==> src/rtl/nbs_pkg.sv <==
package nbs_pkg;
  typedef enum logic [1:0] {
    OP_CMD  = 2'd0,
    OP_ADDR = 2'd1,
    OP_WR   = 2'd2,
    OP_RD   = 2'd3
  } op_e;

  typedef enum logic [2:0] {
    PH_IDLE   = 3'd0,
    PH_SETUP  = 3'd1,
    PH_STROBE = 3'd2,
    PH_HOLD   = 3'd3,
    PH_RWAIT  = 3'd4
  } phase_e;

  localparam int FIELDS_PER_DIR = 4;
  localparam int F_SETUP = 0;
  localparam int F_HOLD  = 1;
  localparam int F_WIDTH = 2;
  localparam int F_WAIT  = 3;
endpackage

==> src/rtl/nbs_timing_decode.sv <==
module nbs_timing_decode
  import nbs_pkg::*;
#(
  parameter int FW = 4,
  parameter int CW = FW + 2
) (
  input  logic [2*FIELDS_PER_DIR*FW-1:0] word,
  input  logic                           is_read,
  output logic [CW-1:0]                  setup_len,
  output logic [CW-1:0]                  width_len,
  output logic [CW-1:0]                  hold_len,
  output logic [CW-1:0]                  wait_len
);
  localparam logic [CW-1:0] FULL_SPAN = CW'(1 << FW);

  logic [FW-1:0] sel [FIELDS_PER_DIR];

  for (genvar g = 0; g < FIELDS_PER_DIR; g++) begin : g_field
    logic [FW-1:0] rd_f, wr_f;
    assign rd_f   = word[g*FW +: FW];
    assign wr_f   = word[(FIELDS_PER_DIR+g)*FW +: FW];
    assign sel[g] = is_read ? rd_f : wr_f;
  end

  function automatic logic [CW-1:0] span(input logic [FW-1:0] v);
    return (v == '0) ? FULL_SPAN : CW'(v);
  endfunction

  always_comb begin
    setup_len = span(sel[F_SETUP]);
    width_len = span(sel[F_WIDTH]);
    hold_len  = span(sel[F_HOLD]);
    wait_len  = CW'({sel[F_WAIT], 1'b0});
  end
endmodule

==> src/rtl/nbs_cycle_fsm.sv <==
module nbs_cycle_fsm
  import nbs_pkg::*;
#(
  parameter int CW = 6,
  parameter int DW = 16
) (
  input  logic          clk,
  input  logic          rst_n,
  input  logic          sw_reset,
  input  logic          start,
  input  op_e           start_op,
  input  logic [DW-1:0] start_data,
  input  logic [CW-1:0] setup_len,
  input  logic [CW-1:0] width_len,
  input  logic [CW-1:0] hold_len,
  input  logic [CW-1:0] wait_len,
  input  logic [DW-1:0] dq_in,
  input  logic          rdy_in,
  input  logic          rsp_ready,
  output phase_e        phase,
  output op_e           op_q,
  output logic [DW-1:0] data_q,
  output logic          rsp_valid,
  output logic [DW-1:0] rsp_data,
  output logic          rdy_status
);
  logic [CW-1:0] cnt;
  logic          last;

  assign last = (cnt == '0);

  always_ff @(posedge clk or negedge rst_n) begin
    if (!rst_n) begin
      phase      <= PH_IDLE;
      cnt        <= '0;
      op_q       <= OP_CMD;
      data_q     <= '0;
      rsp_valid  <= 1'b0;
      rsp_data   <= '0;
      rdy_status <= 1'b0;
    end else if (sw_reset) begin
      phase     <= PH_IDLE;
      cnt       <= '0;
      rsp_valid <= 1'b0;
    end else begin
      if (rsp_valid && rsp_ready) rsp_valid <= 1'b0;
      unique case (phase)
        PH_IDLE: if (start) begin
          phase  <= PH_SETUP;
          cnt    <= setup_len - CW'(1);
          op_q   <= start_op;
          data_q <= start_data;
        end
        PH_SETUP: if (last) begin
          phase <= PH_STROBE;
          cnt   <= width_len - CW'(1);
        end else cnt <= cnt - CW'(1);
        PH_STROBE: if (last) begin
          phase <= PH_HOLD;
          cnt   <= hold_len - CW'(1);
          if (op_q == OP_RD) begin
            rsp_data  <= dq_in;
            rsp_valid <= 1'b1;
          end
        end else cnt <= cnt - CW'(1);
        PH_HOLD: if (last) begin
          if (wait_len == '0) begin
            phase      <= PH_IDLE;
            rdy_status <= rdy_in;
          end else begin
            phase <= PH_RWAIT;
            cnt   <= wait_len - CW'(1);
          end
        end else cnt <= cnt - CW'(1);
        PH_RWAIT: if (last) begin
          phase      <= PH_IDLE;
          rdy_status <= rdy_in;
        end else cnt <= cnt - CW'(1);
        default: phase <= PH_IDLE;
      endcase
    end
  end

  // an unaccepted read result keeps its value
  p_rsp_hold_r10: assert property (@(posedge clk) disable iff (!rst_n)
    (rsp_valid && !rsp_ready && !sw_reset) |=> (rsp_valid && $stable(rsp_data)));

  // software reset abandons the cycle on the next edge
  p_swreset_idle_r9: assert property (@(posedge clk) disable iff (!rst_n)
    sw_reset |=> (phase == PH_IDLE));

  // the strobe phase is entered only from setup
  p_strobe_after_setup_r1: assert property (@(posedge clk) disable iff (!rst_n)
    (phase == PH_STROBE) |-> ($past(phase) == PH_SETUP || $past(phase) == PH_STROBE));

  // the ready status moves only when a cycle ends
  p_rdy_at_end_r6: assert property (@(posedge clk) disable iff (!rst_n)
    (rdy_status != $past(rdy_status)) |-> (phase == PH_IDLE && $past(phase) != PH_IDLE));
endmodule

==> src/rtl/nbs_pin_drive.sv <==
module nbs_pin_drive
  import nbs_pkg::*;
#(
  parameter int DW = 16,
  parameter int NW = DW / 2
) (
  input  phase_e        phase,
  input  op_e           op_q,
  input  logic [DW-1:0] data_q,
  input  logic          wide,
  input  logic          ce_force,
  output logic          cle,
  output logic          ale,
  output logic          we_n,
  output logic          re_n,
  output logic          ce_n,
  output logic [DW-1:0] dq_o,
  output logic          dq_oe
);
  logic active, is_wr, strobe;

  always_comb begin
    active = (phase == PH_SETUP) || (phase == PH_STROBE) || (phase == PH_HOLD);
    strobe = (phase == PH_STROBE);
    is_wr  = (op_q != OP_RD);
    cle    = active && (op_q == OP_CMD);
    ale    = active && (op_q == OP_ADDR);
    we_n   = !(strobe && is_wr);
    re_n   = !(strobe && !is_wr);
    ce_n   = !ce_force;
    dq_oe  = active && is_wr;
    if (!dq_oe)     dq_o = '0;
    else if (wide)  dq_o = data_q;
    else            dq_o = {{(DW-NW){1'b0}}, data_q[NW-1:0]};
  end
endmodule

==> src/rtl/nand_bus_seq.sv <==
module nand_bus_seq
  import nbs_pkg::*;
#(
  parameter int DW = 16,
  parameter int FW = 4
) (
  input  logic                         clk,
  input  logic                         rst_n,
  input  logic                         sw_reset,
  input  logic                         cfg_we,
  input  logic [1:0]                   cfg_wdata,
  input  logic [2*FIELDS_PER_DIR*FW-1:0] tac_word,
  input  logic                         req_valid,
  output logic                         req_ready,
  input  logic [1:0]                   req_op,
  input  logic [DW-1:0]                req_data,
  output logic                         rsp_valid,
  input  logic                         rsp_ready,
  output logic [DW-1:0]                rsp_data,
  output logic                         busy,
  output logic                         rdy_status,
  output logic                         nand_cle,
  output logic                         nand_ale,
  output logic                         nand_we_n,
  output logic                         nand_re_n,
  output logic                         nand_ce_n,
  output logic [DW-1:0]                nand_dq_o,
  output logic                         nand_dq_oe,
  input  logic [DW-1:0]                nand_dq_i,
  input  logic                         nand_rdy
);
  localparam int CW = FW + 2;
  localparam int NW = DW / 2;

  logic          cfg_wide_q, cfg_force_q;
  phase_e        phase;
  op_e           op_q;
  logic [DW-1:0] data_q, dq_eff;
  logic [CW-1:0] setup_len, width_len, hold_len, wait_len;
  logic          start, dir_is_read;

  always_ff @(posedge clk or negedge rst_n) begin
    if (!rst_n) begin
      cfg_wide_q  <= 1'b0;
      cfg_force_q <= 1'b0;
    end else if (sw_reset) begin
      cfg_wide_q  <= 1'b0;
      cfg_force_q <= 1'b0;
    end else if (cfg_we) begin
      cfg_wide_q  <= cfg_wdata[0];
      cfg_force_q <= cfg_wdata[1];
    end
  end

  assign busy        = (phase != PH_IDLE);
  assign req_ready   = !busy && !rsp_valid && !sw_reset;
  assign start       = req_valid && req_ready;
  assign dir_is_read = busy ? (op_q == OP_RD) : (op_e'(req_op) == OP_RD);
  assign dq_eff      = cfg_wide_q ? nand_dq_i : {{(DW-NW){1'b0}}, nand_dq_i[NW-1:0]};

  nbs_timing_decode #(.FW(FW), .CW(CW)) u_decode (
    .word      (tac_word),
    .is_read   (dir_is_read),
    .setup_len (setup_len),
    .width_len (width_len),
    .hold_len  (hold_len),
    .wait_len  (wait_len)
  );

  nbs_cycle_fsm #(.CW(CW), .DW(DW)) u_fsm (
    .clk        (clk),
    .rst_n      (rst_n),
    .sw_reset   (sw_reset),
    .start      (start),
    .start_op   (op_e'(req_op)),
    .start_data (req_data),
    .setup_len  (setup_len),
    .width_len  (width_len),
    .hold_len   (hold_len),
    .wait_len   (wait_len),
    .dq_in      (dq_eff),
    .rdy_in     (nand_rdy),
    .rsp_ready  (rsp_ready),
    .phase      (phase),
    .op_q       (op_q),
    .data_q     (data_q),
    .rsp_valid  (rsp_valid),
    .rsp_data   (rsp_data),
    .rdy_status (rdy_status)
  );

  nbs_pin_drive #(.DW(DW), .NW(NW)) u_pins (
    .phase    (phase),
    .op_q     (op_q),
    .data_q   (data_q),
    .wide     (cfg_wide_q),
    .ce_force (cfg_force_q),
    .cle      (nand_cle),
    .ale      (nand_ale),
    .we_n     (nand_we_n),
    .re_n     (nand_re_n),
    .ce_n     (nand_ce_n),
    .dq_o     (nand_dq_o),
    .dq_oe    (nand_dq_oe)
  );

  // command and address latches never overlap
  p_latch_excl_r3: assert property (@(posedge clk) disable iff (!rst_n)
    !(nand_cle && nand_ale));

  // write and read strobes never overlap
  p_strobe_excl_r4: assert property (@(posedge clk) disable iff (!rst_n)
    !(!nand_we_n && !nand_re_n));

  // write strobe only while the bus is driven
  p_we_driven_r5: assert property (@(posedge clk) disable iff (!rst_n)
    !nand_we_n |-> nand_dq_oe);

  // no request is taken during a cycle
  p_ready_idle_r10: assert property (@(posedge clk) disable iff (!rst_n)
    req_ready |-> !busy);
endmodule

==> config.mk <==
export PLATFORM = sky130hd
export DESIGN_NAME = nand_bus_seq
export DESIGN_NICKNAME = d
export VERILOG_FILES = /design/src/rtl/nbs_pkg.sv /design/src/rtl/nbs_timing_decode.sv /design/src/rtl/nbs_cycle_fsm.sv /design/src/rtl/nbs_pin_drive.sv /design/src/rtl/nand_bus_seq.sv
export SDC_FILE = /design/constraint.sdc
export NUM_CORES = 1
export LEC_CHECK = 0
export ABC_AREA = 1
export BUFFER_PORTS_ARGS = -buffer_cell sky130_fd_sc_hd__buf_2
export CAP_MARGIN = 20
export CORE_AREA = 2 2 87 89
export CTS_CLUSTER_SIZE = 28
export DETAILED_ROUTE_END_ITERATION = 7
export DIE_AREA = 0 0 89 91
export PLACE_DENSITY = 0.78
export SLEW_MARGIN = 20
export SYNTH_ARGS = -nofsm -noshare
export SYNTH_HDL_FRONTEND = slang
export SYNTH_SLANG_ARGS = --single-unit
export TNS_END_PERCENT = 30
==> constraint.sdc <==
create_clock -name clk -period 2 [get_ports clk]
set_input_delay 0 -clock clk [delete_from_list [all_inputs] [get_ports clk]]
set_output_delay 0 -clock clk [all_outputs]
set_load 0.01 [all_outputs]
# Yosys cells after proc, flatten, opt, wreduce, memory -nomap -nowiden
# Cells that the tools add are included.
# op_classes
add_sub_neg	5
n_eq_ne	18
n_mux	40
bitwise_logic	1
n_reduce_logical	34
# ops
cell	count
$mux W16	3
$mux W6	7
$pmux W6 S5	1
$sub A5 B1 Y6 const B	4
$mux W3	7
$mux W4	4
$mux W5	3
$pmux W3 S5	1
$mux W1	13
$logic_not A4 Y1	3
$logic_not A6 Y1	2
$reduce_and A5 Y1	2
$logic_and A1 B1 Y1	9
$ne A3 B2 Y1 const B	3
$ne A3 B3 Y1 const B	3
$reduce_and A4 Y1	2
$logic_not A1 Y1	7
$eq A3 B2 Y1 const B	2
$ne A2 B1 Y1 const B	3
$reduce_bool A6 Y1	1
$sub A6 B1 Y6 const B	1
$eq A2 B2 Y1 const B	2
$ne A4 B4 Y1 const B	1
$reduce_bool A2 Y1	2
other kinds (11)	12
# totals
register_bits	47
in_bits	75
output_inout_bits	42
wordCells	107

# Logic depth before layout (Yosys ltp)
# depth
depth_word	9
mapped_depth	17

# By module
# From an unflattened synthesis, not the netlist that was laid out.
# hier_totals
hier_cells	495
hier_area_um2	3661.0
# modules_own_cells
module	instances	cells_per_inst	area_each_um2
nbs_cycle_fsm	1	299	2693.8
nbs_timing_decode	1	103	485.5
nbs_pin_drive	1	51	252.7
nand_bus_seq	1	42	229.0

# Worst setup path after synthesis
# Ideal clock, no wire load.
# synth_timing
path_type	flip-flop to flip-flop
from	register u_fsm.phase[0]
to	register u_fsm.cnt[3]
setup_ns	0.116
arrival_ns	1.905
slack_ns	-0.021
path_stages_with_launch	17
n_path_buf	1
cell_sequence	dfrtp_1 -> nor2_4 -> nand2_4 -> nand2_4 -> nand2_4 -> buf_6 -> o21ai_1 -> inv_1 -> ha_1 -> nand3_2 -> nand2_2 -> nand3_1 -> nand2_1 -> nor2_1 -> nor2_1 -> nand2_1 -> nand2_1
# synth_between
elab_chain_len	9
word_cells_on_any_way	38
# synth_rtl
item	line	rtl
start: declaration	nbs_cycle_fsm.sv:20	output phase_e phase,
start signal: assignment	nbs_cycle_fsm.sv:34	phase <= PH_IDLE;
start signal: assignment	nbs_cycle_fsm.sv:42	phase <= PH_IDLE;
start signal: assignment	nbs_cycle_fsm.sv:49	phase <= PH_SETUP;
$reduce_bool A3 Y1 (*)	nand_bus_seq.sv:55	assign busy = (phase != PH_IDLE);
named net busy	nand_bus_seq.sv:20	output logic busy,
$mux W1	nand_bus_seq.sv:58	assign dir_is_read = busy ? (op_q == OP_RD) : (op_e'(req_op) == OP_RD);
$mux W4	nbs_timing_decode.sv:22	assign sel[g] = is_read ? rd_f : wr_f;
$logic_not A4 Y1	nbs_timing_decode.sv:26	return (v == '0) ? FULL_SPAN : CW'(v);
$mux W5	nbs_timing_decode.sv:26	
$sub A5 B1 Y6, on equally long branches	nbs_cycle_fsm.sv:60, nbs_cycle_fsm.sv:50, nbs_cycle_fsm.sv:56	
$mux W6, on equally long branches	nbs_cycle_fsm.sv:58, nbs_cycle_fsm.sv:48, nbs_cycle_fsm.sv:54	
$pmux W6 S5	nbs_cycle_fsm.sv:47	unique case (phase)
$mux W6	nbs_cycle_fsm.sv:41	end else if (sw_reset) begin
end signal: assignment	nbs_cycle_fsm.sv:50	cnt <= setup_len - CW'(1);
end signal: assignment	nbs_cycle_fsm.sv:57	end else cnt <= cnt - CW'(1);
end signal: assignment	nbs_cycle_fsm.sv:60	cnt <= hold_len - CW'(1);
end: declaration	nbs_cycle_fsm.sv:27	logic [CW-1:0] cnt;
# Mark *: on every way through the listed nets, which the timed path passes. The rest lies on a longest branch. The select of a mux whose other input is x is not followed.
# A chain may end at the register's enable or synchronous reset.

# Worst setup path in the final report
# layout_timing
from	register u_fsm.phase[2]
to	register u_fsm.cnt[1]
# layout_between
elab_chain_len	9
word_cells_on_any_way	38
# layout_rtl
item	line
$reduce_bool A3 Y1	nand_bus_seq.sv:55
$mux W1	nand_bus_seq.sv:58
$mux W4	nbs_timing_decode.sv:22
$logic_not A4 Y1	nbs_timing_decode.sv:26
$mux W5	nbs_timing_decode.sv:26
$sub A5 B1 Y6, on equally long branches	nbs_cycle_fsm.sv:60, nbs_cycle_fsm.sv:50, nbs_cycle_fsm.sv:56
$mux W6, on equally long branches	nbs_cycle_fsm.sv:58, nbs_cycle_fsm.sv:48, nbs_cycle_fsm.sv:54
$pmux W6 S5	nbs_cycle_fsm.sv:47
$mux W6	nbs_cycle_fsm.sv:41
# Parallel ways exist; a longest one is shown, timed or not. The select of a mux whose other input is x is not followed.

==> results.json <==
{
  "drive_gt1_share_pct": 34.14,
  "leakage_uw": 0.002698,
  "violations": "negative setup slack",
  "ant_nets": 0,
  "worstPathArrival_ps": 2250,
  "relSlewSlack_pct": 59.84,
  "power_density_nw_per_um2": 1409,
  "yosysUniqueCellTypes": 33,
  "grt.busiest_layer": "met2",
  "yosys.area_share.simple_pct": 40.35,
  "met2_usage_pct": 40.86,
  "grt_usage_pct": 24.62,
  "met1_usage_pct": 31.77,
  "startpoint_type": "flip-flop",
  "p_int_uw": 3540,
  "htreeDepth": 2,
  "io_pins": 117,
  "post-route-cell-area_um2": 4796,
  "placed_area_um2": 3938,
  "cts_root_buf": "clkbuf_8",
  "setup_viol": 6,
  "wl_per_cell_um": 14.18,
  "num_rows": 31,
  "final_cell_mix": "nand2_1 (161), buf_2 (116), inv_1 (59)",
  "ys_ff_latch": 47,
  "setup_slack_ps": -68.72,
  "outcome": "complete, but fails checks",
  "drt-initial-drc-count": 203,
  "tns_ps": -271.4,
  "period_needed_ps": 2069,
  "timing.hold.ws_ps": 51.91,
  "hold_violations": 0,
  "dieArea_um2": 8099,
  "met3_usage_pct": 3.091,
  "synthCells": 468,
  "criticalPathCategory": "reg2reg",
  "dp_hpwl_um": 6712,
  "place_congestion": 0.9565,
  "route.detailed.drc": 0,
  "io_buffer_count": 116,
  "p_comb_share_pct": 65.9,
  "seq_power_share_pct": 22.1,
  "syn2layout_area_growth_pct": 53.87,
  "timing.fmax_mhz": 483.4,
  "synth_compound_area_share_pct": 7.788,
  "synth.yosys.seq_area_share_pct": 37.74,
  "finalClockSkew_ps": 8.993,
  "antenna_found_initial": 0,
  "synth_top_family_by_area": "simple AND/OR/NAND/NOR gates",
  "clkTransAtPathRegs_ps": 90,
  "fin_crit_sh_pct": 103.4,
  "ir_drop_mv": 0.7595,
  "cp.required_ps": 2180,
  "dpl_worst_slack_ps": -85.40,
  "grt_pass1_wl_um": 15890,
  "swShare_pct": 47.62,
  "start_util_pct": 43.67,
  "die_h_um": 91,
  "synth_nets": 549,
  "dr_total_vias": 3836,
  "pwr-share-clk_pct": 12.1,
  "slew_violations": 0,
  "synth-xor-area-share_pct": 1.124,
  "layout_commonest_cell": "nand2_1",
  "postSynthAreaPerCell_um2": 6.660,
  "firstDrtPassIters": 5,
  "tightest_slew_ps": 602.3,
  "die_w_um": 89,
  "path_max_fanout": 4,
  "yosysWarnings": 0,
  "total_power_uw": 6758,
  "switching_power_uw": 3218,
  "grt_remaining_overflow": 0,
  "clk-insertion-delay-late_ps": 300,
  "synthMuxAreaShare_pct": 0,
  "totalWireLength_um": 10750,
  "end_kind": "flip-flop",
  "clock_sinks": 47,
  "cts_buffer_depth": 2,
  "antenna_cells": 0,
  "cts_made_buffers": 5,
  "core_um2": 7137,
  "rsz0062_at_grt": "yes",
  "grt_max_degree": 29,
  "drv_cap": 0,
  "min_path_type": "in2reg",
  "synth_fa_ha_area_share_pct": 2.409,
  "grt_pass1_vias": 3555,
  "cts_tree": "built",
  "avgViaCountPerCell": 5.061,
  "nets": 739,
  "synth_area_um2": 3117
}
==> final timing paths <==
path,from,cells past startpoint,slack (ps),to
max,u_fsm.phase[2],12,-70,u_fsm.cnt[1]
min,cfg_we,3,50,cfg_wide_q
max reg2reg,u_fsm.phase[2],12,-70,u_fsm.cnt[1]
min reg2reg,u_fsm.rsp_data[2],2,480,u_fsm.rsp_data[2]
max in group asynchronous,rst_n,3,1160,u_fsm.data_q[12]
min in group asynchronous,rst_n,2,250,u_fsm.rsp_data[3]
==> power by group through the flow <==
stage	logic (µW)	clock network (µW)	registers (µW)
after CTS	3760	824	1480
after detailed placement	3550	0	1490
final	4450	815	1490
after global routing	4830	865	1520
after global placement	3450	0	1480
after floorplan	2380	0	1510
==> registers in the layout, summed over array words and instances, names as in the netlist <==
name / cells
u_fsm.data_q: 16
u_fsm.rsp_data: 16
u_fsm.cnt: 6
u_fsm.phase: 3
u_fsm.op_q: 2
cfg_force_q: 1
cfg_wide_q: 1
u_fsm.rdy_status: 1
u_fsm.rsp_valid: 1
==> synth_stat cells <==
cell,count,area (µm²)
nand3b_1,1,7.510
nand2_4,3,33.78
nand3_1,42,210.2
nand2_1,174,653.1
nand2_2,11,68.82
nor2_4,2,22.52
nand4_1,3,18.77
buf_6,2,22.52
xnor2_1,1,8.760
o22ai_1,2,12.51
ha_1,6,75.07
or2_2,2,12.51
nand3_2,4,40.04
a21oi_2,1,8.760
dfrtp_1,47,1176
nor3_2,1,10.01
o21ai_0,21,105.1
o31ai_1,1,7.510
a22oi_1,1,7.510
nor2_1,36,135.1
a21oi_4,1,16.27
nor3_1,4,20.02
nor2_2,2,12.51
a21oi_1,8,40.04
clkbuf_1,3,11.26
o211ai_1,2,15.01
xor2_1,3,26.28
buf_2,6,30.03
inv_2,5,18.77
inv_1,64,240.2
clkinv_1,2,7.510
o21ai_1,6,30.03
nand4_2,1,12.51
==> area by class of cell <==
type                    instances  area [µm²]
repair buffers                192        1271
clock inverters                 2       60.06
fillers                       588        2341
flip-flops and latches         47        1176
well taps                      99       123.9
multi-input cells             341        1821
clock buffers                   6       72.57
inverters                      71       271.5
==> worst max-delay path, stage by stage, from the launching register on <==
cell and delay [ps]:
dfrtp_1 410, nor2_4 220, nand2_4 100, buf_4 170
nor2_2 110, nand2_2 90, nor2_4 150, clkinv_4 90
a21oi_4 200, nand3_4 120, buf_4 160, nand2_1 60
o21ai_1 70
==> kinds of logic (layout without fill, tap and decap cells) <==
| group | Yosys count | count (layout) |
|---|---|---|
| fa+ha+maj | 6 | 6 |
| compound gates | 43 | 43 |
| buf+inv | 82 | 271 |
| flops | 47 | 47 |
| xor+xnor | 4 | 4 |
| simple gates | 286 | 288 |
==> layer usage <==
metal / vias to the layer above / part of all wire, %
met2: 210 / 48
met1: 1751 / 40
met3: 39 / 8.0
met4: 0 / 3.5
met5: - / 0
li1: 1836 / -
==> stage by stage <==
| stage | util (%) | cells |
|---|---|---|
| 2_1_floorplan | - | 468 |
| 3_3_place_gp | 55.17 | 696 |
| 3_5_place_dp | 55.17 | 696 |
| 4_1_cts | 63.73 | 750 |
| 5_1_grt | 67.20 | 758 |
| 6_report | 67.20 | 758 |
==> what timing repair did <==
action,in CTS,in global routing
hold buffers,42,0
resized for setup,9,49
pin swaps,5,26
endpoints found under the setup margin,16,29
buffers inserted,4,6
hold endpoints to repair,63,0
cloned,0,2
No activity file was read; power rests on OpenSTA's default activity.
